### src/rtl/trap_vec_pkg.sv
package trap_vec_pkg;

  typedef enum logic [4:0] {
    K_INT    = 5'd0,  K_TLBMOD = 5'd1,  K_TLBLD  = 5'd2,  K_TLBST  = 5'd3,
    K_ADRLD  = 5'd4,  K_ADRST  = 5'd5,  K_IBUS   = 5'd6,  K_DBUS   = 5'd7,
    K_SYS    = 5'd8,  K_BRK    = 5'd9,  K_RSVD   = 5'd10, K_COPU   = 5'd11,
    K_OVF    = 5'd12, K_TRAP   = 5'd13, K_FPE    = 5'd14, K_WATCH  = 5'd15,
    K_MCHK   = 5'd16, K_CACHE  = 5'd17, K_NMI    = 5'd18, K_SRST   = 5'd19,
    K_DSTEP  = 5'd20, K_DINT   = 5'd21, K_DIBRK  = 5'd22, K_DSWBP  = 5'd23,
    K_DDST   = 5'd24, K_DDLD   = 5'd25
  } trap_kind_e;

  typedef enum logic [1:0] {
    P_NONE    = 2'd0,
    P_GENERAL = 2'd1,
    P_ERROR   = 2'd2,
    P_DEBUG   = 2'd3
  } trap_path_e;

  localparam int KIND_W = 5;
  localparam int CODE_W = 5;
  localparam int DBG_W  = 6;

endpackage

### src/rtl/trap_vec_classify.sv
module trap_vec_classify
  import trap_vec_pkg::*;
(
  input  logic [KIND_W-1:0] kind_i,
  output trap_path_e        path_o,
  output logic [CODE_W-1:0] code_o,
  output logic              is_int_o,
  output logic              is_tlb_ls_o,
  output logic              is_cache_o,
  output logic              is_copu_o,
  output logic              is_step_o,
  output logic [DBG_W-1:0]  dbg_hot_o
);

  trap_kind_e k;
  assign k = trap_kind_e'(kind_i);

  always_comb begin
    path_o    = P_GENERAL;
    code_o    = '0;
    dbg_hot_o = '0;
    case (k)
      K_INT:    code_o = 5'd0;
      K_TLBMOD: code_o = 5'd1;
      K_TLBLD:  code_o = 5'd2;
      K_TLBST:  code_o = 5'd3;
      K_ADRLD:  code_o = 5'd4;
      K_ADRST:  code_o = 5'd5;
      K_IBUS:   code_o = 5'd6;
      K_DBUS:   code_o = 5'd7;
      K_SYS:    code_o = 5'd8;
      K_BRK:    code_o = 5'd9;
      K_RSVD:   code_o = 5'd10;
      K_COPU:   code_o = 5'd11;
      K_OVF:    code_o = 5'd12;
      K_TRAP:   code_o = 5'd13;
      K_FPE:    code_o = 5'd15;
      K_WATCH:  code_o = 5'd23;
      K_MCHK:   code_o = 5'd24;
      K_CACHE:  code_o = 5'd30;
      K_NMI, K_SRST: path_o = P_ERROR;
      K_DSTEP:  begin path_o = P_DEBUG; dbg_hot_o = 6'b000001; end
      K_DINT:   begin path_o = P_DEBUG; dbg_hot_o = 6'b000010; end
      K_DIBRK:  begin path_o = P_DEBUG; dbg_hot_o = 6'b000100; end
      K_DSWBP:  begin path_o = P_DEBUG; dbg_hot_o = 6'b001000; end
      K_DDST:   begin path_o = P_DEBUG; dbg_hot_o = 6'b010000; end
      K_DDLD:   begin path_o = P_DEBUG; dbg_hot_o = 6'b100000; end
      default:  path_o = P_NONE;
    endcase
  end

  assign is_int_o    = (k == K_INT);
  assign is_tlb_ls_o = (k == K_TLBLD) || (k == K_TLBST);
  assign is_cache_o  = (k == K_CACHE);
  assign is_copu_o   = (k == K_COPU);
  assign is_step_o   = (k == K_DSTEP);

endmodule

### src/rtl/trap_vec_target.sv
module trap_vec_target
  import trap_vec_pkg::*;
#(
  parameter int              XLEN        = 32,
  parameter int              BASE_LSB    = 10,
  parameter logic [XLEN-1:0] BOOT_BASE   = 32'hBFC0_0200,
  parameter logic [XLEN-1:0] ERR_VEC     = 32'hBFC0_0000,
  parameter logic [XLEN-1:0] DBG_VEC     = 32'hBFC0_0480,
  parameter logic [XLEN-1:0] OFS_GEN     = 32'h0000_0180,
  parameter logic [XLEN-1:0] OFS_INT     = 32'h0000_0200,
  parameter logic [XLEN-1:0] OFS_REFILL  = 32'h0000_0000,
  parameter logic [XLEN-1:0] OFS_CE_BOOT = 32'h0000_0100,
  parameter logic [XLEN-1:0] OFS_CE_RUN  = 32'h2000_0100
) (
  input  trap_path_e      path_i,
  input  logic            is_int_i,
  input  logic            is_tlb_ls_i,
  input  logic            is_cache_i,
  input  logic            refill_i,
  input  logic            exl_i,
  input  logic            bev_i,
  input  logic            iv_i,
  input  logic [XLEN-1:0] ebase_i,
  output logic [XLEN-1:0] target_o
);

  localparam logic [XLEN-1:0] LOW_MASK = (XLEN'(1) << BASE_LSB) - XLEN'(1);

  logic [XLEN-1:0] base;
  logic [XLEN-1:0] offset;

  assign base = bev_i ? BOOT_BASE : (ebase_i & ~LOW_MASK);

  always_comb begin
    offset = OFS_GEN;
    if (is_int_i && iv_i)
      offset = OFS_INT;
    else if (is_tlb_ls_i && refill_i && !exl_i)
      offset = OFS_REFILL;
    else if (is_cache_i)
      offset = bev_i ? OFS_CE_BOOT : OFS_CE_RUN;
  end

  always_comb begin
    case (path_i)
      P_ERROR: target_o = ERR_VEC;
      P_DEBUG: target_o = DBG_VEC;
      default: target_o = base + offset;
    endcase
  end

endmodule

### src/rtl/trap_vec_retpc.sv
module trap_vec_retpc #(
  parameter int XLEN       = 32,
  parameter int INSN_BYTES = 4
) (
  input  logic [XLEN-1:0] pc_i,
  input  logic            delay_slot_i,
  input  logic            keep_cur_i,
  output logic [XLEN-1:0] ret_pc_o
);

  localparam logic [XLEN-1:0] STEP = XLEN'(INSN_BYTES);

  assign ret_pc_o = (delay_slot_i && !keep_cur_i) ? (pc_i - STEP) : pc_i;

endmodule

### src/rtl/trap_vector_ctl.sv
module trap_vector_ctl
  import trap_vec_pkg::*;
#(
  parameter int              XLEN       = 32,
  parameter int              CPN_W      = 2,
  parameter int              BASE_LSB   = 10,
  parameter int              INSN_BYTES = 4,
  parameter logic [XLEN-1:0] BOOT_BASE  = 32'hBFC0_0200,
  parameter logic [XLEN-1:0] ERR_VEC    = 32'hBFC0_0000,
  parameter logic [XLEN-1:0] DBG_VEC    = 32'hBFC0_0480
) (
  input  logic              clk,
  input  logic              rst,
  input  logic              req_i,
  input  logic [KIND_W-1:0] kind_i,
  input  logic [XLEN-1:0]   pc_i,
  input  logic              delay_slot_i,
  input  logic              exl_i,
  input  logic              bev_i,
  input  logic              iv_i,
  input  logic              refill_i,
  input  logic [CPN_W-1:0]  cop_num_i,
  input  logic [XLEN-1:0]   ebase_i,
  output logic              redir_valid_o,
  output logic [XLEN-1:0]   redir_pc_o,
  output logic              kernel_o,
  output logic              set_exl_o,
  output logic              set_erl_o,
  output logic              set_bev_o,
  output logic              set_dm_o,
  output logic [XLEN-1:0]   epc_o,
  output logic [XLEN-1:0]   err_pc_o,
  output logic [XLEN-1:0]   dbg_pc_o,
  output logic [CODE_W-1:0] exc_code_o,
  output logic              bd_o,
  output logic [CPN_W-1:0]  cop_num_o,
  output logic [DBG_W-1:0]  dbg_cause_o
);

  trap_path_e        path;
  logic [CODE_W-1:0] code;
  logic              is_int, is_tlb_ls, is_cache, is_copu, is_step;
  logic [DBG_W-1:0]  dbg_hot;
  logic [XLEN-1:0]   target;
  logic [XLEN-1:0]   ret_pc;
  logic              take;

  trap_vec_classify u_cls (
    .kind_i      (kind_i),
    .path_o      (path),
    .code_o      (code),
    .is_int_o    (is_int),
    .is_tlb_ls_o (is_tlb_ls),
    .is_cache_o  (is_cache),
    .is_copu_o   (is_copu),
    .is_step_o   (is_step),
    .dbg_hot_o   (dbg_hot)
  );

  trap_vec_target #(
    .XLEN      (XLEN),
    .BASE_LSB  (BASE_LSB),
    .BOOT_BASE (BOOT_BASE),
    .ERR_VEC   (ERR_VEC),
    .DBG_VEC   (DBG_VEC)
  ) u_tgt (
    .path_i      (path),
    .is_int_i    (is_int),
    .is_tlb_ls_i (is_tlb_ls),
    .is_cache_i  (is_cache),
    .refill_i    (refill_i),
    .exl_i       (exl_i),
    .bev_i       (bev_i),
    .iv_i        (iv_i),
    .ebase_i     (ebase_i),
    .target_o    (target)
  );

  trap_vec_retpc #(
    .XLEN       (XLEN),
    .INSN_BYTES (INSN_BYTES)
  ) u_ret (
    .pc_i         (pc_i),
    .delay_slot_i (delay_slot_i),
    .keep_cur_i   (is_step),
    .ret_pc_o     (ret_pc)
  );

  assign take = req_i && (path != P_NONE);

  always_ff @(posedge clk) begin
    if (rst) begin
      redir_valid_o <= 1'b0;
      redir_pc_o    <= '0;
      kernel_o      <= 1'b0;
      set_exl_o     <= 1'b0;
      set_erl_o     <= 1'b0;
      set_bev_o     <= 1'b0;
      set_dm_o      <= 1'b0;
      epc_o         <= '0;
      err_pc_o      <= '0;
      dbg_pc_o      <= '0;
      exc_code_o    <= '0;
      bd_o          <= 1'b0;
      cop_num_o     <= '0;
    end else begin
      redir_valid_o <= take;
      kernel_o      <= take;
      set_exl_o     <= 1'b0;
      set_erl_o     <= 1'b0;
      set_bev_o     <= 1'b0;
      set_dm_o      <= 1'b0;
      if (take) begin
        redir_pc_o <= target;
        case (path)
          P_GENERAL: begin
            exc_code_o <= code;
            if (is_copu) cop_num_o <= cop_num_i;
            if (!exl_i) begin
              epc_o     <= ret_pc;
              bd_o      <= delay_slot_i;
              set_exl_o <= 1'b1;
            end
          end
          P_ERROR: begin
            err_pc_o  <= ret_pc;
            set_erl_o <= 1'b1;
            set_bev_o <= 1'b1;
          end
          P_DEBUG: begin
            dbg_pc_o <= ret_pc;
            set_dm_o <= 1'b1;
          end
          default: ;
        endcase
      end
    end
  end

  // sticky debug cause bits, one flop per cause
  for (genvar g = 0; g < DBG_W; g++) begin : g_dbg
    always_ff @(posedge clk) begin
      if (rst)
        dbg_cause_o[g] <= 1'b0;
      else if (take && (path == P_DEBUG) && dbg_hot[g])
        dbg_cause_o[g] <= 1'b1;
    end
  end

endmodule

### config.mk
export PLATFORM = sky130hd
export DESIGN_NAME = trap_vector_ctl
export DESIGN_NICKNAME = d
export VERILOG_FILES = /design/src/rtl/trap_vec_pkg.sv /design/src/rtl/trap_vec_classify.sv /design/src/rtl/trap_vec_target.sv /design/src/rtl/trap_vec_retpc.sv /design/src/rtl/trap_vector_ctl.sv
export SDC_FILE = /design/constraint.sdc
export NUM_CORES = 1
export LEC_CHECK = 0
export BUFFER_PORTS_ARGS = -buffer_cell sky130_fd_sc_hd__buf_2
export CORE_ASPECT_RATIO = 0.5
export CORE_MARGIN = 5
export CORE_UTILIZATION = 44
export CTS_CLUSTER_SIZE = 24
export DETAILED_ROUTE_END_ITERATION = 8
export GPL_TIMING_DRIVEN = 0
export PLACE_DENSITY = 0.76
export SYNTH_ARGS = -nofsm -noshare
export SYNTH_HDL_FRONTEND = slang
export SYNTH_SLANG_ARGS = --single-unit
### constraint.sdc
create_clock -name clk -period 2.61 [get_ports clk]
set_input_delay 0.522 -clock clk [delete_from_list [all_inputs] [get_ports clk]]
set_output_delay 0.522 -clock clk [all_outputs]
set_load 0.01 [all_outputs]
==> results.json, run 1 <==
{
  "status": "completed",
  "syn_avg_cell_area_sq_um": 8.460,
  "vias": 6207,
  "reg2reg_slack_ns": 1.79,
  "grt_max_degree": 17,
  "worstHoldStart": "cop_num_i[0]",
  "pre_cts_ws_ns": -0.3601,
  "die_w_um": 175,
  "cp_max_fo": 10,
  "worst-slew-pin-transition_ns": 0.6052,
  "fillers": 1235,
  "wire_per_inst_um": 17.43,
  "ys_ff_latch": 139,
  "crit_type": "input pin to register",
  "grt-ovfl-total": 0,
  "synth_area_sq_um": 5989,
  "gp_congestion": 0.9189,
  "startpoint": "kind_i[0]",
  "clk_pin_slew_worst_paths_ns": 0.06,
  "muxShareOfSynthArea_pct": 1.044,
  "layout_worst_path_cycle_share_pct": 98.28,
  "vias_per_cell": 5.498,
  "max-vdd-ir-drop_v": 0.0004225,
  "synthXorXnorAreaFrac_pct": 5.703,
  "chipHeight_um": 92.50,
  "arrival_ns": 2.88,
  "ys_warn_count": 0,
  "cellLeakagePower_nw": 3.279,
  "fmax_mhz": 389.8,
  "reg2reg_to": "redir_pc_o[31]",
  "cts_tree": "yes",
  "track_usage_pct": 23.86,
  "layout_min_cycle_time_ns": 2.565,
  "synth_compound_area_share_pct": 16.98,
  "antenna_found_initial": 0,
  "total_power_mw": 5.354,
  "drt_iter0_drc": 516,
  "clock-root-buffer": "clkbuf_16",
  "holdPathEnd": "cop_num_o[0]",
  "cts_setup_buffers": 0,
  "rsz0062_at_grt": "yes",
  "min_path_cells": 3,
  "ant_nets": 0,
  "finalSetupViolCount": 0,
  "wl_um": 19670,
  "grt_pass1_wl_um": 30830,
  "synth_cells": 708,
  "ioPinCount": 227,
  "dp_hpwl_um": 14860,
  "endpoint_kind": "register",
  "worst_hold_slack_ns": 0.3527,
  "cp-start-kind": "input pin",
  "syn_to_final_growth_pct": 31.92,
  "synthSimpleGateAreaFrac_pct": 24.29,
  "yosysSeqAreaShare_pct": 46.46,
  "slowest_delay_ns": 0.57,
  "synth_edf_count": 0,
  "critPathRequiredTime_ns": 2.93,
  "clock-sinks": 139,
  "ff2ff_path_depth": 3,
  "worstSkewPairLatency_ns": 0.41,
  "stdcell_count": 1129,
  "synth_top_family_by_area": "simple AND/OR/NAND/NOR gates",
  "final_hold_viol_count": 0,
  "final_layout_size_suffix_gt1_share_pct": 28.36,
  "crit_family": "simple AND/OR/NAND/NOR gates",
  "drc": 0,
  "firstDrtPassIters": 5,
  "crit-reg2reg-launch": "redir_pc_o[31]",
  "start_util_pct": 44.57,
  "synth_ff_type": "dfxtp_1",
  "cts_buffers": 17,
  "place_inst": 1096,
  "core_area_sq_um": 13440,
  "slowest_stage": "or4b_4",
  "finalNetCount": 1021,
  "clockBufferDepth": 2,
  "htree_levels": 4,
  "power_density_nw_per_um2": 677.7,
  "finClkSkew_ns": 0,
  "die-area_sq_um": 16190,
  "port_buffers": 206,
  "setup_ws_ns": 0.04483,
  "synthAdderAreaFrac_pct": 0.6267,
  "maxCapViolations": 0,
  "path_buf_inv": 1,
  "placementRows": 30,
  "slew_violations": 0,
  "synthArstFlopShare_pct": 0,
  "relSlewSlack_pct": 59.28,
  "path_cells": "buf_2 -> nor2_1 -> and3_1 -> ha_1 -> nand4_1 -> or4b_4 -> or3_1 -> a311oi_1",
  "grt_pass1_vias": 5948,
  "ys_types": 54,
  "hp-class": "input pin to register"
}
tightest hold or removal path, delay by kind of cell:
family        cells  cell delay, ns
buf+inv           1            0.08
mux               1            0.06
simple gates      1            0.07
routing by layer:
layer  global-route usage, %  vias up  share of wire, %
li1                        -     2982                 -
met1                   30.10     2941                43
met2                   39.89      249                48
met3                   5.791       35               6.9
met4                   9.079        0               2.3
met5                       0        -                 0
where the power goes:
| group | leakage (nW) | internal (mW) | total [mW] | switching (mW) |
|---|---|---|---|---|
| Combinational | 1.87 | 0.235 | 0.629 | 0.394 |
| Clock | 0.279 | 1.51 | 2.46 | 0.957 |
| Sequential | 1.13 | 2.21 | 2.26 | 0.0489 |
worst max-delay path by stage:
stage	depth (start not counted)	endpoint
floorplan	8	redir_pc_o[29]
global placement	8	redir_pc_o[29]
detailed placement	8	redir_pc_o[29]
CTS	8	redir_pc_o[29]
global route	8	redir_pc_o[29]
finish	8	redir_pc_o[29]
layout make-up:
class                           instances  area [sq um]  area share [%]
Timing Repair Buffer                  206          1031           13.05
Sequential cell                       139          2783           35.22
Buffer                                 59         266.5           3.373
Antenna cell                            1         2.502         0.03167
Clock inverter                         14         172.7           2.185
Tap cell                              176         220.2           2.787
Multi-Input combinational cell        509          2970           37.59
Clock buffer                           18         429.2           5.432
Inverter                                7         26.28          0.3325
state kept, by name, summed over array words and instances (netlist names):
name	count
set_bev_o	1
kernel_o	1
dbg_cause_o	6
exc_code_o	5
redir_pc_o	25
bd_o	1
epc_o	32
set_exl_o	1
cop_num_o	2
set_dm_o	1
dbg_pc_o	32
err_pc_o	32
cell usage in the layout, fill, tap and decap left out, types with 9 or more instances in the layout:
cell type / netlist / layout
nand3_1: 13 / 13
nand2_1: 37 / 37
a211oi_1: 77 / 77
nor4_1: 19 / 17
or3_1: 9 / 9
buf_2: 6 / 212
nor2_1: 153 / 153
clkbuf_1: 38 / 37
dfxtp_1: 139 / 139
a21oi_1: 22 / 22
clkbuf_16: 0 / 17
nor3_1: 35 / 35
buf_4: 9 / 9
xnor2_1: 37 / 37
kinds of logic (layout without fill, tap and decap cells):
| logic type | Yosys count | in the layout |
|---|---|---|
| compound gates | 143 | 143 |
| other cells | 1 | 8 |
| fa+ha+maj | 3 | 3 |
| flops | 139 | 139 |
| xor+xnor | 39 | 39 |
| buf+inv | 66 | 304 |
| simple gates | 311 | 311 |
| mux | 6 | 6 |
cell usage after synthesis (2+ instances only):
library cell	n	area share, %
a211oi_1	77	9.7
a21oi_1	22	1.8
a22o_1	2	0.29
a22oi_1	8	1.0
a311oi_1	4	0.58
a31oi_1	4	0.42
and2_1	4	0.42
and3_1	5	0.52
buf_1	6	0.38
buf_2	6	0.50
buf_4	9	1.1
clkbuf_1	38	2.4
dfxtp_1	139	46
ha_1	3	0.63
inv_1	7	0.44
mux2_2	2	0.38
mux2i_1	4	0.67
nand2_1	37	2.3
nand2b_1	2	0.21
nand3_1	13	1.1
nand3b_1	4	0.50
nand4_1	8	0.84
nor2_1	153	9.6
nor2b_1	2	0.21
nor3_1	35	2.9
nor3b_1	2	0.25
nor4_1	19	2.0
nor4b_1	2	0.29
o211ai_1	3	0.38
o21a_1	2	0.25
o21ai_0	7	0.58
o31ai_1	7	0.88
or2_2	5	0.52
or3_1	9	0.94
or4b_1	2	0.33
xnor2_1	37	5.4
xor2_1	2	0.29
what timing repair did:
action,in CTS,in global routing
gates resized for setup,0,7
hold buffers,0,0
setup endpoints to repair,0,37
through the flow:
step	setup TNS [ns]	cell area, sq um	utilization (%)
floorplan	0	6020	-
global placement	-10.04	7271	54.11
detailed placement	-12.22	7271	54.11
CTS	0	7873	58.58
global route	-0.1460	7899	58.78
finish	0	7901	58.80
Note: power is estimated with default switching activity, not from simulation.
==> inputs of run 2 (changes only) <==
--- a/config.mk
+++ b/config.mk
@@ -13,6 +13,7 @@
 export DETAILED_ROUTE_END_ITERATION = 8
 export GPL_TIMING_DRIVEN = 0
 export PLACE_DENSITY = 0.76
+export REMOVE_ABC_BUFFERS = 1
 export SYNTH_ARGS = -nofsm -noshare
 export SYNTH_HDL_FRONTEND = slang
 export SYNTH_SLANG_ARGS = --single-unit
==> results.json, run 2 (synthesized netlist as in run 1, its figures left out) <==
{
  "status": "completed",
  "core_area_sq_um": 13440,
  "tns_ns": 0,
  "htree_levels": 4,
  "power_density_nw_per_um2": 709.3,
  "comb_power_share_pct": 10.7,
  "grt_pass1_vias": 5419,
  "maxCapViolations": 0,
  "stdcell_count": 1082,
  "port_buffers": 209,
  "arrival_ns": 2.82,
  "crit-reg2reg-launch": "redir_pc_o[31]",
  "drc": 0,
  "cts_buffers": 17,
  "relSlewSlack_pct": 36.32,
  "wire_per_inst_um": 16.22,
  "reg2reg_to": "redir_pc_o[31]",
  "track_usage_pct": 21.00,
  "reg.largest.list": "dbg_pc_o x32, epc_o x32, err_pc_o x32",
  "cp_max_fo": 10,
  "grt_pass1_wl_um": 27680,
  "crit_type": "input pin to register",
  "antenna_found_initial": 0,
  "cp-start-kind": "input pin",
  "ant_nets": 0,
  "min_path_cells": 3,
  "critPathRequiredTime_ns": 2.91,
  "finalNetCount": 976,
  "layout_worst_path_cycle_share_pct": 96.43,
  "slowest_delay_ns": 0.34,
  "die_w_um": 175,
  "worst-slew-pin-transition_ns": 0.9488,
  "dp_hpwl_um": 12710,
  "fillers": 1196,
  "clock-sinks": 139,
  "chipHeight_um": 92.50,
  "ioPinCount": 227,
  "grt_max_degree": 81,
  "vias_per_cell": 5.396,
  "finClkSkew_ns": 0,
  "finalSetupViolCount": 0,
  "hp-class": "input pin to register",
  "final_hold_viol_count": 0,
  "die-area_sq_um": 16190,
  "gp_congestion": 0.8429,
  "clockBufferDepth": 2,
  "worstSkewPairLatency_ns": 0.40,
  "grt-ovfl-total": 0,
  "max-vdd-ir-drop_v": 0.0003670,
  "rsz0062_at_grt": "yes",
  "swShare_pct": 23.71,
  "final_layout_size_suffix_gt1_share_pct": 29.58,
  "final_area_sq_um": 7854,
  "clk_pin_slew_worst_paths_ns": 0.06,
  "diodes": 0,
  "dpl_cell_area_sq_um": 7146,
  "cellLeakagePower_nw": 3.253,
  "layout_min_cycle_time_ns": 2.517,
  "fmax_mhz": 397.3,
  "p_seq_share_pct": 40.6,
  "ff2ff_path_depth": 3,
  "syn_to_final_growth_pct": 31.13,
  "drt_iter0_drc": 315,
  "vias": 5839,
  "endpoint_kind": "register",
  "internal_power_mw": 4.250,
  "path_cells": "buf_2 -> inv_1 -> nor3_1 -> nor3b_2 -> and2_1 -> ha_1 -> nand4b_1 -> nor4_2 -> a21oi_1 -> xor2_1 -> a22o_1",
  "wl_um": 17550,
  "final_common_cell": "buf_2",
  "holdPathEnd": "cop_num_o[0]",
  "worstHoldStart": "cop_num_i[0]",
  "p_sw_mw": 1.321,
  "start_util_pct": 44.57,
  "slew_violations": 0,
  "final_cell_mix": "buf_2, nor2_1, dfxtp_1",
  "cts_tree": "yes",
  "place_inst": 1049,
  "pwr-share-clk_pct": 48.7,
  "total_power_mw": 5.571,
  "placementRows": 30,
  "firstDrtPassIters": 4,
  "worst_hold_slack_ns": 0.3544,
  "reg2reg_slack_ns": 1.80,
  "slowest_stage": "nor3_1",
  "clock-root-buffer": "clkbuf_16"
}
run 2: critical path: cells and delay by family:
family	cells	cell delay [ns]
simple gates	5	1.23
compound gates	2	0.33
buf+inv	2	0.39
xor+xnor	1	0.17
fa+ha+maj	1	0.16
run 2: metrics by stage:
step	util, %	worst slack (ns)
after global routing	58.45	-0.04245
final	58.45	0.09319
after global placement	52.21	-5.631
after detailed placement	53.18	-0.5109
after floorplan	-	-2.800
after CTS	58.15	0.03584
run 2: how the worst max path moves through the flow:
stage | from | endpoint | depth (start not counted)
floorplan | kind_i[4] | err_pc_o[6] | 3
CTS | kind_i[4] | redir_pc_o[30] | 11
finish | kind_i[4] | redir_pc_o[30] | 11
global route | kind_i[4] | redir_pc_o[30] | 11
global placement | kind_i[4] | err_pc_o[6] | 4
detailed placement | kind_i[4] | redir_pc_o[30] | 11
run 2: final cells by class:
class / count / area (sq um) / area share (%)
inverter: 7 / 26.28 / 0.3346
multi-input combinational: 509 / 2973 / 37.85
sequential: 139 / 2783 / 35.43
clock inverter: 12 / 220.2 / 2.804
tap: 176 / 220.2 / 2.804
timing repair buffer: 220 / 1189 / 15.13
clock buffer: 19 / 442.9 / 5.640
run 2: layer usage:
| layer | routed length [um] | GRT usage, % |
|---|---|---|
| met1 | 7682 | 25.75 |
| met2 | 8511 | 36.37 |
| met3 | 1036 | 5.383 |
| met4 | 318 | 6.924 |
| met5 | 0 | 0 |
run 2: what timing repair did:
action,4_1_cts,5_1_grt
hold endpoints to repair,0,0
buffers inserted,0,2
pin swaps,0,1
gates resized for setup,1,3
hold buffers,0,0
endpoints found under the setup margin,2,37
cloned,0,0
run 2: power by group through the flow:
stage / Sequential (mW) / Clock [mW] / Combinational, mW
after floorplan: 2.35 / 0 / 0.246
after detailed placement: 2.30 / 0 / 0.592
after global routing: 2.27 / 2.89 / 0.655
after CTS: 2.26 / 2.76 / 0.595
final: 2.26 / 2.71 / 0.598
after global placement: 2.30 / 0 / 0.575
